===== src/rtl/crc_reg_pkg.sv =====
package crc_reg_pkg;

   // Input reordering selection, decoded from control bits 6:5
   typedef enum logic [1:0] {
      REORDER_NONE = 2'b00,
      REORDER_BYTE = 2'b01,
      REORDER_HALF = 2'b10,
      REORDER_WORD = 2'b11
   } reorder_e;

   // Which fold, if any, a data write requests
   typedef enum logic [1:0] {
      FOLD_IDLE = 2'b00,
      FOLD_BYTE = 2'b01,
      FOLD_WORD = 2'b10
   } fold_e;

   localparam int unsigned CTL_LOAD_BIT   = 0;
   localparam int unsigned CTL_ORDER_LSB  = 5;
   localparam int unsigned CTL_OUTREV_BIT = 7;

endpackage


===== src/rtl/crc_csr.sv =====
module crc_csr
   import crc_reg_pkg::*;
#(
   parameter int unsigned           DATA_W    = 32,
   parameter int unsigned           ADDR_W    = 5,
   parameter int unsigned           OFF_DATA  = 'h00,
   parameter int unsigned           OFF_CTL   = 'h08,
   parameter int unsigned           OFF_START = 'h10,
   parameter int unsigned           OFF_POLY  = 'h14,
   parameter logic [DATA_W-1:0]     RST_START = '1,
   parameter logic [DATA_W-1:0]     RST_POLY  = DATA_W'(32'h04C1_1DB7),
   localparam int unsigned          LANES     = DATA_W / 8,
   localparam int unsigned          LANE_W    = (LANES > 1) ? $clog2(LANES) : 1
) (
   input  logic                 clk,
   input  logic                 rst_n,
   input  logic                 wr_en,
   input  logic [ADDR_W-1:0]    wr_addr,
   input  logic [DATA_W-1:0]    wr_data,
   input  logic [LANES-1:0]     wr_strb,
   output logic [DATA_W-1:0]    start_val,
   output logic [DATA_W-1:0]    poly_val,
   output reorder_e             order_mode,
   output logic                 out_rev,
   output logic                 load_req,
   output fold_e                fold_kind,
   output logic [LANE_W-1:0]    fold_lane
);

   logic hit_data, hit_ctl, hit_start, hit_poly;
   logic strb_full, strb_single;

   assign hit_data  = wr_en && (wr_addr == ADDR_W'(OFF_DATA));
   assign hit_ctl   = wr_en && (wr_addr == ADDR_W'(OFF_CTL));
   assign hit_start = wr_en && (wr_addr == ADDR_W'(OFF_START));
   assign hit_poly  = wr_en && (wr_addr == ADDR_W'(OFF_POLY));

   assign strb_full   = &wr_strb;
   assign strb_single = ($countones(wr_strb) == 1);

   // Data-path request classification
   always_comb begin
      fold_kind = FOLD_IDLE;
      if (hit_data) begin
         if (strb_full)        fold_kind = FOLD_WORD;
         else if (strb_single) fold_kind = FOLD_BYTE;
      end
   end

   // Lane index of a one-hot strobe
   always_comb begin
      fold_lane = '0;
      for (int i = 0; i < int'(LANES); i++) begin
         if (wr_strb[i]) fold_lane = LANE_W'(i);
      end
   end

   // Control: all fields live in lane 0
   logic ctl_wr;
   assign ctl_wr   = hit_ctl && wr_strb[0];
   assign load_req = ctl_wr && wr_data[CTL_LOAD_BIT];

   always_ff @(posedge clk or negedge rst_n) begin
      if (!rst_n) begin
         order_mode <= REORDER_NONE;
         out_rev    <= 1'b0;
      end else if (ctl_wr) begin
         order_mode <= reorder_e'(wr_data[CTL_ORDER_LSB +: 2]);
         out_rev    <= wr_data[CTL_OUTREV_BIT];
      end
   end

   // Start value and polynomial: per-lane strobed storage
   for (genvar g = 0; g < int'(LANES); g++) begin : g_lane
      always_ff @(posedge clk or negedge rst_n) begin
         if (!rst_n) begin
            start_val[g*8 +: 8] <= RST_START[g*8 +: 8];
            poly_val[g*8 +: 8]  <= RST_POLY[g*8 +: 8];
         end else begin
            if (hit_start && wr_strb[g]) start_val[g*8 +: 8] <= wr_data[g*8 +: 8];
            if (hit_poly  && wr_strb[g]) poly_val[g*8 +: 8]  <= wr_data[g*8 +: 8];
         end
      end
   end

endmodule


===== src/rtl/crc_in_shaper.sv =====
module crc_in_shaper
   import crc_reg_pkg::*;
#(
   parameter int unsigned DATA_W = 32,
   localparam int unsigned LANES  = DATA_W / 8,
   localparam int unsigned HALVES = DATA_W / 16
) (
   input  logic [DATA_W-1:0] word_in,
   input  logic [7:0]        byte_in,
   input  reorder_e          mode,
   output logic [DATA_W-1:0] word_out,
   output logic [7:0]        byte_out
);

   logic [DATA_W-1:0] per_byte, per_half, whole;
   logic [7:0]        byte_flip;

   for (genvar b = 0; b < int'(LANES); b++) begin : g_byte
      for (genvar k = 0; k < 8; k++) begin : g_bit
         assign per_byte[b*8 + k] = word_in[b*8 + 7 - k];
      end
   end

   for (genvar h = 0; h < int'(HALVES); h++) begin : g_half
      for (genvar k = 0; k < 16; k++) begin : g_bit
         assign per_half[h*16 + k] = word_in[h*16 + 15 - k];
      end
   end

   for (genvar k = 0; k < int'(DATA_W); k++) begin : g_whole
      assign whole[k] = word_in[DATA_W - 1 - k];
   end

   for (genvar k = 0; k < 8; k++) begin : g_bflip
      assign byte_flip[k] = byte_in[7 - k];
   end

   always_comb begin
      unique case (mode)
         REORDER_BYTE: word_out = per_byte;
         REORDER_HALF: word_out = per_half;
         REORDER_WORD: word_out = whole;
         default:      word_out = word_in;
      endcase
   end

   assign byte_out = (mode == REORDER_NONE) ? byte_in : byte_flip;

endmodule


===== src/rtl/crc_fold.sv =====
module crc_fold #(
   parameter int unsigned CRC_W = 32,
   parameter int unsigned DIN_W = 32
) (
   input  logic [CRC_W-1:0] crc_in,
   input  logic [CRC_W-1:0] poly,
   input  logic [DIN_W-1:0] din,
   output logic [CRC_W-1:0] crc_out
);

   logic [CRC_W-1:0] work;
   logic             fb;

   // Bit-serial recurrence, unrolled: most significant input bit first
   always_comb begin
      work = crc_in;
      fb   = 1'b0;
      for (int i = int'(DIN_W) - 1; i >= 0; i--) begin
         fb   = work[CRC_W-1] ^ din[i];
         work = {work[CRC_W-2:0], 1'b0} ^ (fb ? poly : '0);
      end
      crc_out = work;
   end

endmodule


===== src/rtl/crc_regblock.sv =====
module crc_regblock
   import crc_reg_pkg::*;
#(
   parameter int unsigned DATA_W    = 32,
   parameter int unsigned ADDR_W    = 5,
   parameter int unsigned OFF_DATA  = 'h00,
   parameter int unsigned OFF_CTL   = 'h08,
   parameter int unsigned OFF_START = 'h10,
   parameter int unsigned OFF_POLY  = 'h14,
   parameter logic [DATA_W-1:0] RST_START = '1,
   parameter logic [DATA_W-1:0] RST_POLY  = DATA_W'(32'h04C1_1DB7),
   localparam int unsigned LANES  = DATA_W / 8,
   localparam int unsigned LANE_W = (LANES > 1) ? $clog2(LANES) : 1
) (
   input  logic              clk,
   input  logic              rst_n,
   input  logic              wr_en,
   input  logic [ADDR_W-1:0] wr_addr,
   input  logic [DATA_W-1:0] wr_data,
   input  logic [LANES-1:0]  wr_strb,
   input  logic [ADDR_W-1:0] rd_addr,
   output logic [DATA_W-1:0] rd_data
);

   // Elaboration-time parameter checks
   if (DATA_W % 16 != 0 || DATA_W < 16) begin : g_bad_width
      $error("crc_regblock: DATA_W must be a nonzero multiple of 16");
   end
   if ((1 << ADDR_W) <= OFF_POLY || (1 << ADDR_W) <= OFF_START ||
       (1 << ADDR_W) <= OFF_CTL  || (1 << ADDR_W) <= OFF_DATA) begin : g_bad_addr
      $error("crc_regblock: ADDR_W too narrow for the register offsets");
   end

   logic [DATA_W-1:0] start_val, poly_val;
   reorder_e          order_mode;
   logic              out_rev;
   logic              load_req;
   fold_e             fold_kind;
   logic [LANE_W-1:0] fold_lane;

   crc_csr #(
      .DATA_W(DATA_W), .ADDR_W(ADDR_W),
      .OFF_DATA(OFF_DATA), .OFF_CTL(OFF_CTL),
      .OFF_START(OFF_START), .OFF_POLY(OFF_POLY),
      .RST_START(RST_START), .RST_POLY(RST_POLY)
   ) u_csr (
      .clk(clk), .rst_n(rst_n),
      .wr_en(wr_en), .wr_addr(wr_addr), .wr_data(wr_data), .wr_strb(wr_strb),
      .start_val(start_val), .poly_val(poly_val),
      .order_mode(order_mode), .out_rev(out_rev),
      .load_req(load_req), .fold_kind(fold_kind), .fold_lane(fold_lane)
   );

   logic [7:0]        lane_byte;
   logic [DATA_W-1:0] shaped_word;
   logic [7:0]        shaped_byte;

   assign lane_byte = wr_data[fold_lane*8 +: 8];

   crc_in_shaper #(.DATA_W(DATA_W)) u_shaper (
      .word_in(wr_data), .byte_in(lane_byte), .mode(order_mode),
      .word_out(shaped_word), .byte_out(shaped_byte)
   );

   logic [DATA_W-1:0] acc_q, acc_word, acc_byte;

   crc_fold #(.CRC_W(DATA_W), .DIN_W(DATA_W)) u_fold_word (
      .crc_in(acc_q), .poly(poly_val), .din(shaped_word), .crc_out(acc_word)
   );

   crc_fold #(.CRC_W(DATA_W), .DIN_W(8)) u_fold_byte (
      .crc_in(acc_q), .poly(poly_val), .din(shaped_byte), .crc_out(acc_byte)
   );

   always_ff @(posedge clk or negedge rst_n) begin
      if (!rst_n) begin
         acc_q <= RST_START;
      end else if (load_req) begin
         acc_q <= start_val;
      end else begin
         unique case (fold_kind)
            FOLD_WORD: acc_q <= acc_word;
            FOLD_BYTE: acc_q <= acc_byte;
            default:   acc_q <= acc_q;
         endcase
      end
   end

   // Readback path
   logic [DATA_W-1:0] acc_flip;
   for (genvar k = 0; k < int'(DATA_W); k++) begin : g_oflip
      assign acc_flip[k] = acc_q[DATA_W - 1 - k];
   end

   always_comb begin
      rd_data = '0;
      if (rd_addr == ADDR_W'(OFF_DATA)) begin
         rd_data = out_rev ? acc_flip : acc_q;
      end else if (rd_addr == ADDR_W'(OFF_CTL)) begin
         rd_data[CTL_ORDER_LSB +: 2] = order_mode;
         rd_data[CTL_OUTREV_BIT]     = out_rev;
      end else if (rd_addr == ADDR_W'(OFF_START)) begin
         rd_data = start_val;
      end else if (rd_addr == ADDR_W'(OFF_POLY)) begin
         rd_data = poly_val;
      end
   end

endmodule


===== config.mk =====
export PLATFORM = sky130hd
export DESIGN_NAME = crc_regblock
export DESIGN_NICKNAME = d
export VERILOG_FILES = /design/src/rtl/crc_reg_pkg.sv /design/src/rtl/crc_csr.sv /design/src/rtl/crc_in_shaper.sv /design/src/rtl/crc_fold.sv /design/src/rtl/crc_regblock.sv
export SDC_FILE = /design/constraint.sdc
export NUM_CORES = 2
export LEC_CHECK = 0
export ABC_AREA = 1
export BUFFER_PORTS_ARGS = -buffer_cell sky130_fd_sc_hd__buf_2
export CAP_MARGIN = 20
export CORE_ASPECT_RATIO = 0.75
export CORE_UTILIZATION = 31
export CTS_CLUSTER_DIAMETER = 50
export DETAILED_ROUTE_END_ITERATION = 8
export GPL_TIMING_DRIVEN = 0
export PLACE_DENSITY = 0.55
export SLEW_MARGIN = 20
export SYNTH_ARGS = -nofsm -noshare
export SYNTH_HDL_FRONTEND = slang
export SYNTH_SLANG_ARGS = --single-unit

===== constraint.sdc =====
create_clock -name clk -period 8 [get_ports clk]
set_input_delay 1.2 -clock clk [delete_from_list [all_inputs] [get_ports clk]]
set_output_delay 1.2 -clock clk [all_outputs]
set_load 0.01 [all_outputs]

# Yosys cells after proc, flatten, opt, wreduce, memory -nomap -nowiden
# Index checks and enable logic that the tools add are counted.
[word_totals] reg_bits=99 inputBits=49 output_inout_bits=32 wordCells=183
[op_classes] add_sub_neg=3 eq_ne=12 n_shift=1 muxes=57 bitwise=80 reduce_logical=19
[op_table] op="$mux 32" count=45
[op_table] op="$xor 32x32->32" count=40
[op_table] op="$pmux 32 s3" count=1
[op_table] op="$pmux 32 s2" count=1
[op_table] op="$xor 1x1->1" count=40
[op_table] op="$add 32x32->32" count=1
[op_table] op="$eq 32x2->1 const B" count=1
[op_table] op="$shiftx 32x6->8" count=1
[op_table] op="$mux 24" count=1
[op_table] op="$eq 5x5->1 const B" count=4
[op_table] op="$logic_and 1x1->1" count=14
[op_table] op="$eq 5x4->1 const B" count=2
[op_table] op="$logic_not 5->1" count=2
[op_table] op="$mux 2" count=4
[op_table] op="$mux 8" count=1
[op_table] op="$eq 2x2->1 const B" count=3
[op_table] op="$mux 5" count=1
[op_table] op="$add 1x1->2" count=2
[op_table] op="$eq 2x1->1 const B" count=2
[op_table] op="$reduce_and 4->1" count=1
[op_table] op="$mux 3" count=1
[op_table] op="$reduce_bool 3->1" count=1
[op_table] op="$logic_not 2->1" count=1
[op_table] op="$mux 1" count=2

# Logic depth before layout (Yosys ltp)
[depth] depth_word=100 depth_mapped=109 ltp_nobuf=106

# Hierarchy
# A second synthesis with hierarchy kept.
[unflattened] hier_cells=5398 area_unflattened_um2=30814.6
[modules_own_cells] mod="crc_fold (u_fold_word)" instances=1 cells_per_inst=3276 area_each_um2=18385.1 seq_area_each_um2=0.0
[modules_own_cells] mod="crc_fold (u_fold_byte)" instances=1 cells_per_inst=996 area_each_um2=4867.2 seq_area_each_um2=0.0
[modules_own_cells] mod="crc_regblock" instances=1 cells_per_inst=574 area_each_um2=3472.1 seq_area_each_um2=840.8
[modules_own_cells] mod="crc_csr" instances=1 cells_per_inst=331 area_each_um2=3005.4 seq_area_each_um2=1734.2
[modules_own_cells] mod="crc_in_shaper" instances=1 cells_per_inst=221 area_each_um2=1084.8 seq_area_each_um2=0.0

# Least setup slack after synthesis
# OpenSTA, ideal clock, no wires.
[synth_timing] path_kind="input-to-reg" startpoint="input wr_data[16]" endpoint="register acc_q[21]" setup_time_ns=0.075 arrival_time_ns=9.517 required_ns=7.925 path_slack_ns=-1.592 stages=92 path_buffers=10 cell_sequence="inv_1 -> nand3_2 -> nand3_1 -> nand2_1 -> nand2_2 -> nand2_1 -> nand2_1 -> nand2_2 -> buf_4 -> nand2_1 -> nand2_1 -> nand3b_1 -> nand2_1 -> nand2_1 -> nand2_4 -> nand2_1 -> inv_1 -> nor2_1 -> [56 not listed] -> buf_6 -> nand2_2 -> xor2_1 -> nor2_2 -> nor2_1 -> nand3_2 -> nand2_4 -> nand3_2 -> nand2_4 -> buf_6 -> buf_8 -> nand3_1 -> nand2_1 -> nand3_1 -> nand3_1 -> nand2_1 -> nand2_1 -> nand2_1"
[synth_via] elab_chain_len=99 elab_cells_between_ends=125 classes_between="shift (1); mux (44); bitwise (80)"
[synth_lines] item="from (decl)" line_no="crc_regblock.sv:19" source="input logic [DATA_W-1:0] wr_data,"
[synth_lines] item="$pmux 32 s3" line_no="crc_in_shaper.sv:39" source="unique case (mode)"
[synth_lines] item="$xor 1x1->1" line_no="crc_fold.sv:19" source="fb = work[CRC_W-1] ^ din[i];"
[synth_lines] item="$mux 32" line_no="crc_fold.sv:20" source="work = {work[CRC_W-2:0], 1'b0} ^ (fb ? poly : '0);"
[synth_lines] item="$xor 32x32->32" line_no="crc_fold.sv:20"
[synth_lines] item="$xor 1x1->1" line_no="crc_fold.sv:19"
[synth_lines] item="$mux 32" line_no="crc_fold.sv:20"
[synth_lines] item="$xor 32x32->32" line_no="crc_fold.sv:20"
[synth_lines] item="$xor 1x1->1" line_no="crc_fold.sv:19"
[synth_lines] item="[83 not listed]"
[synth_lines] item="$xor 1x1->1" line_no="crc_fold.sv:19"
[synth_lines] item="$mux 32" line_no="crc_fold.sv:20"
[synth_lines] item="$xor 32x32->32" line_no="crc_fold.sv:20"
[synth_lines] item="$xor 1x1->1" line_no="crc_fold.sv:19"
[synth_lines] item="$mux 32" line_no="crc_fold.sv:20"
[synth_lines] item="$xor 32x32->32" line_no="crc_fold.sv:20"
[synth_lines] item="$pmux 32 s2 *" line_no="crc_regblock.sv:81" source="unique case (fold_kind)"
[synth_lines] item="$mux 32 *" line_no="crc_regblock.sv:78" source="end else if (load_req) begin"
[synth_lines] item="to (signal assigned)" line_no="crc_regblock.sv:79" source="acc_q <= start_val;"
[synth_lines] item="to (signal assigned)" line_no="crc_regblock.sv:82" source="FOLD_WORD: acc_q <= acc_word;"
[synth_lines] item="to (signal assigned)" line_no="crc_regblock.sv:83" source="FOLD_BYTE: acc_q <= acc_byte;"
[synth_lines] item="to (decl)" line_no="crc_regblock.sv:65" source="logic [DATA_W-1:0] acc_q, acc_word, acc_byte;"
# Mark *: on every way between the ends. The rest lies on a longest branch, timed or not.
# A chain may end at the register's enable or synchronous reset.

# Final worst setup path
[layout_timing] startpoint="input wr_data[16]" endpoint="register acc_q[4]"
# The elaborated chain is that of the path after synthesis.

==> flow_summary.ini <==
[grt]
gr-usage-all-layers = 0.248
grt_pass1_vias = 28400
antenna_found_initial = 8
grt_pass1_wl_mm = 182
grt_max_degree = 70
met2_usage = 0.339
grt_overflow_total = 0
grt.met3_usage = 0.0543
gr-max-usage-layer = met1
use_met1 = 0.378

[synthesis]
synth_top_cell_by_area = nand2_1
seq_area_frac_synth = 0.0879
syn-num-nets = 5205
syn-cell-area_um2 = 29300
synthFlopType = dfstp_2
yosys-top-cells-count = nand2_1 (2002), xnor2_1 (620), nand3_1 (435)
netlist_instances = 5150
yosysTopAreaCellShare = 0.257
synth_edf_count = 0
synth_cell_type_count = 43
synth-async-reset-ratio = 1.00
synth-seq-cells = 99
yosysWarningCount = 0
yosysMostFrequentCell = nand2_1
syn_avg_cell_area_um2 = 5.69
ys_top_cells_by_area = nand2_1 (26%), xnor2_1 (19%), xor2_1 (9.4%)

[sta]
slew_violations = 0
finClkSkew_ns = 0.0188
worstMarginPinSlew_ns = 1.26
post-route-period-util = 1.36
max_freq_ghz = 0.0922
layout_setup_ws_ns = -2.85
setup_viol = 32
period_needed_ns = 10.85
slew_headroom = 0.153
hold_viol = 0
rsz0062_at_grt = yes

[cts]
htreeDepth = 3
clock_latency_ns = 0.38
cts_buffers = 9
cts_sinks = 99
cts_tree = built
cts_root_buffer = clkbuf_16
clk_pin_slew_worst_paths_ns = 0.07
clockBufferDepth = 2

[setup_path]
required_ns = 8.31
arrival_ns = 11.16
end_kind = flop
crit_slowest_cell = xor2_2
crit_top_cell = nand2_4
critPathKind = in2reg
worstPathMaxFanout = 8
cp_slowest_stage_delay_ns = 0.20
startpoint_type = primary input

[worst_hold_path]
min_path_type = reg2reg

[drt]
routed_via_density = 4.99
post-route-drc-count = 0
drtIter0Drc = 3521
vias = 32800
routed_wl_mm = 124
antenna_left = 0
dr.pass1.iters = 6
wl_per_cell_um = 18.8

[final_layout]
final_nets = 5375
fillCellCount = 10300
utilization = 0.369
area_growth_pct = 17.8
drive_gt1_frac = 0.175
final_cells = 6563

[place]
dpl.hpwl_mm = 96.9
io_buffers = 80
routabilityCongestion = 0.978
place_worst_setup_slack_ns = -3.68
dpl.cell_count = 6468

[die]
dieArea_um2 = 95700
num_rows = 97
die_h_um = 268
start_util = 0.313
io_pins = 81
core-area_um2 = 93500
die-width_um = 357

[run]
drv_cap = 0

[outcome]
outcome = finished, violations left
violations = setup timing
-- sequential cells by signal, indices dropped and copies added, names as in the netlist --
name              count
acc_q                32
u_csr.poly_val       32
u_csr.start_val      32
u_csr.out_rev         1
u_csr.order_mode      2
-- logic make-up (layout without fill, tap and decap cells) --
kind of cell	count (synthesis)	count (layout)	synth area share
AOI/OAI and AO/OA	368	368	0.0704
xor gates and xnor gates	946	946	0.286
adders and majority gates	6	6	0.00282
buffers and inverters	760	934	0.130
DFF	99	99	0.0879
other	0	1	0
and+or+nand+nor	2971	2972	0.423
-- timing repair --
action	4_1_cts	5_1_grt
buffers inserted	48	17
resized for setup	308	199
pin swaps	101	128
hold buffers	0	0
gates cloned	11	5
setup endpoints to repair	32	32
-- layer usage --
| metal | wire, um | part of all wire |
|---|---|---|
| met5 | 108 | 0.00087 |
| met3 | 11900 | 0.096 |
| met4 | 3900 | 0.032 |
| met2 | 47600 | 0.38 |
| met1 | 60100 | 0.49 |
-- path summary, 6_finish.rpt --
check	startpoint	to	slack, ns	cells after the start
worst min-delay path	acc_q[3]	acc_q[3]	0.48	2
worst max-delay path	wr_data[16]	acc_q[4]	-2.85	94
worst min register to register	acc_q[3]	acc_q[3]	0.48	2
min in group asynchronous	rst_n	acc_q[6]	0.98	1
worst max register to register	u_csr.order_mode[0]	acc_q[4]	-2.76	93
max in group asynchronous	rst_n	u_csr.poly_val[0]	6.56	2
-- critical path: cells and delay by family --
family,cells,cell delay [ns]
xor gates and xnor gates,4,0.73
buffers and inverters,14,1.53
AOI/OAI and AO/OA,1,0.12
and+or+nand+nor,75,7.52
-- metrics by stage --
| stage | area, um^2 | setup TNS (ns) | hold WS, ns |
|---|---|---|---|
| global placement | 31400 | -109.92 | 0.467 |
| global route | 34500 | -109.38 | 0.494 |
| CTS | 33400 | -77.40 | 0.479 |
| finish | 34500 | -88.55 | 0.479 |
| floorplan | 29500 | -43.06 | 0.455 |
| detailed placement | 31500 | -114.15 | 0.468 |
-- placed cells by master, fill, tap and decap left out, types with 92 or more instances in the layout --
cell / Yosys / routed
nand2_1: 2002 / 1849
xnor2_1: 620 / 583
nand3_1: 435 / 374
inv_1: 380 / 373
nor2_1: 347 / 311
xor2_1: 315 / 297
o21ai_0: 187 / 186
nand2_2: 91 / 169
clkbuf_1: 138 / 133
buf_2: 38 / 102
buf_4: 55 / 95
buf_6: 70 / 92
-- cell type report --
| cell class | instances | area, um^2 | share of cell area |
|---|---|---|---|
| Multi-Input combinational cell | 4292 | 24900 | 0.720 |
| Buffer | 371 | 2590 | 0.0750 |
| Sequential cell | 99 | 2570 | 0.0746 |
| Tap cell | 1237 | 1550 | 0.0448 |
| Inverter | 387 | 1460 | 0.0424 |
| Timing Repair Buffer | 160 | 1200 | 0.0349 |
| Clock buffer | 11 | 233 | 0.00674 |
| Clock inverter | 5 | 45.0 | 0.00131 |
| Antenna cell | 1 | 2.50 | 0.0000725 |
Power is not shown: default switching activity piles up to over one toggle a cycle in this logic, so the estimate is an artifact.
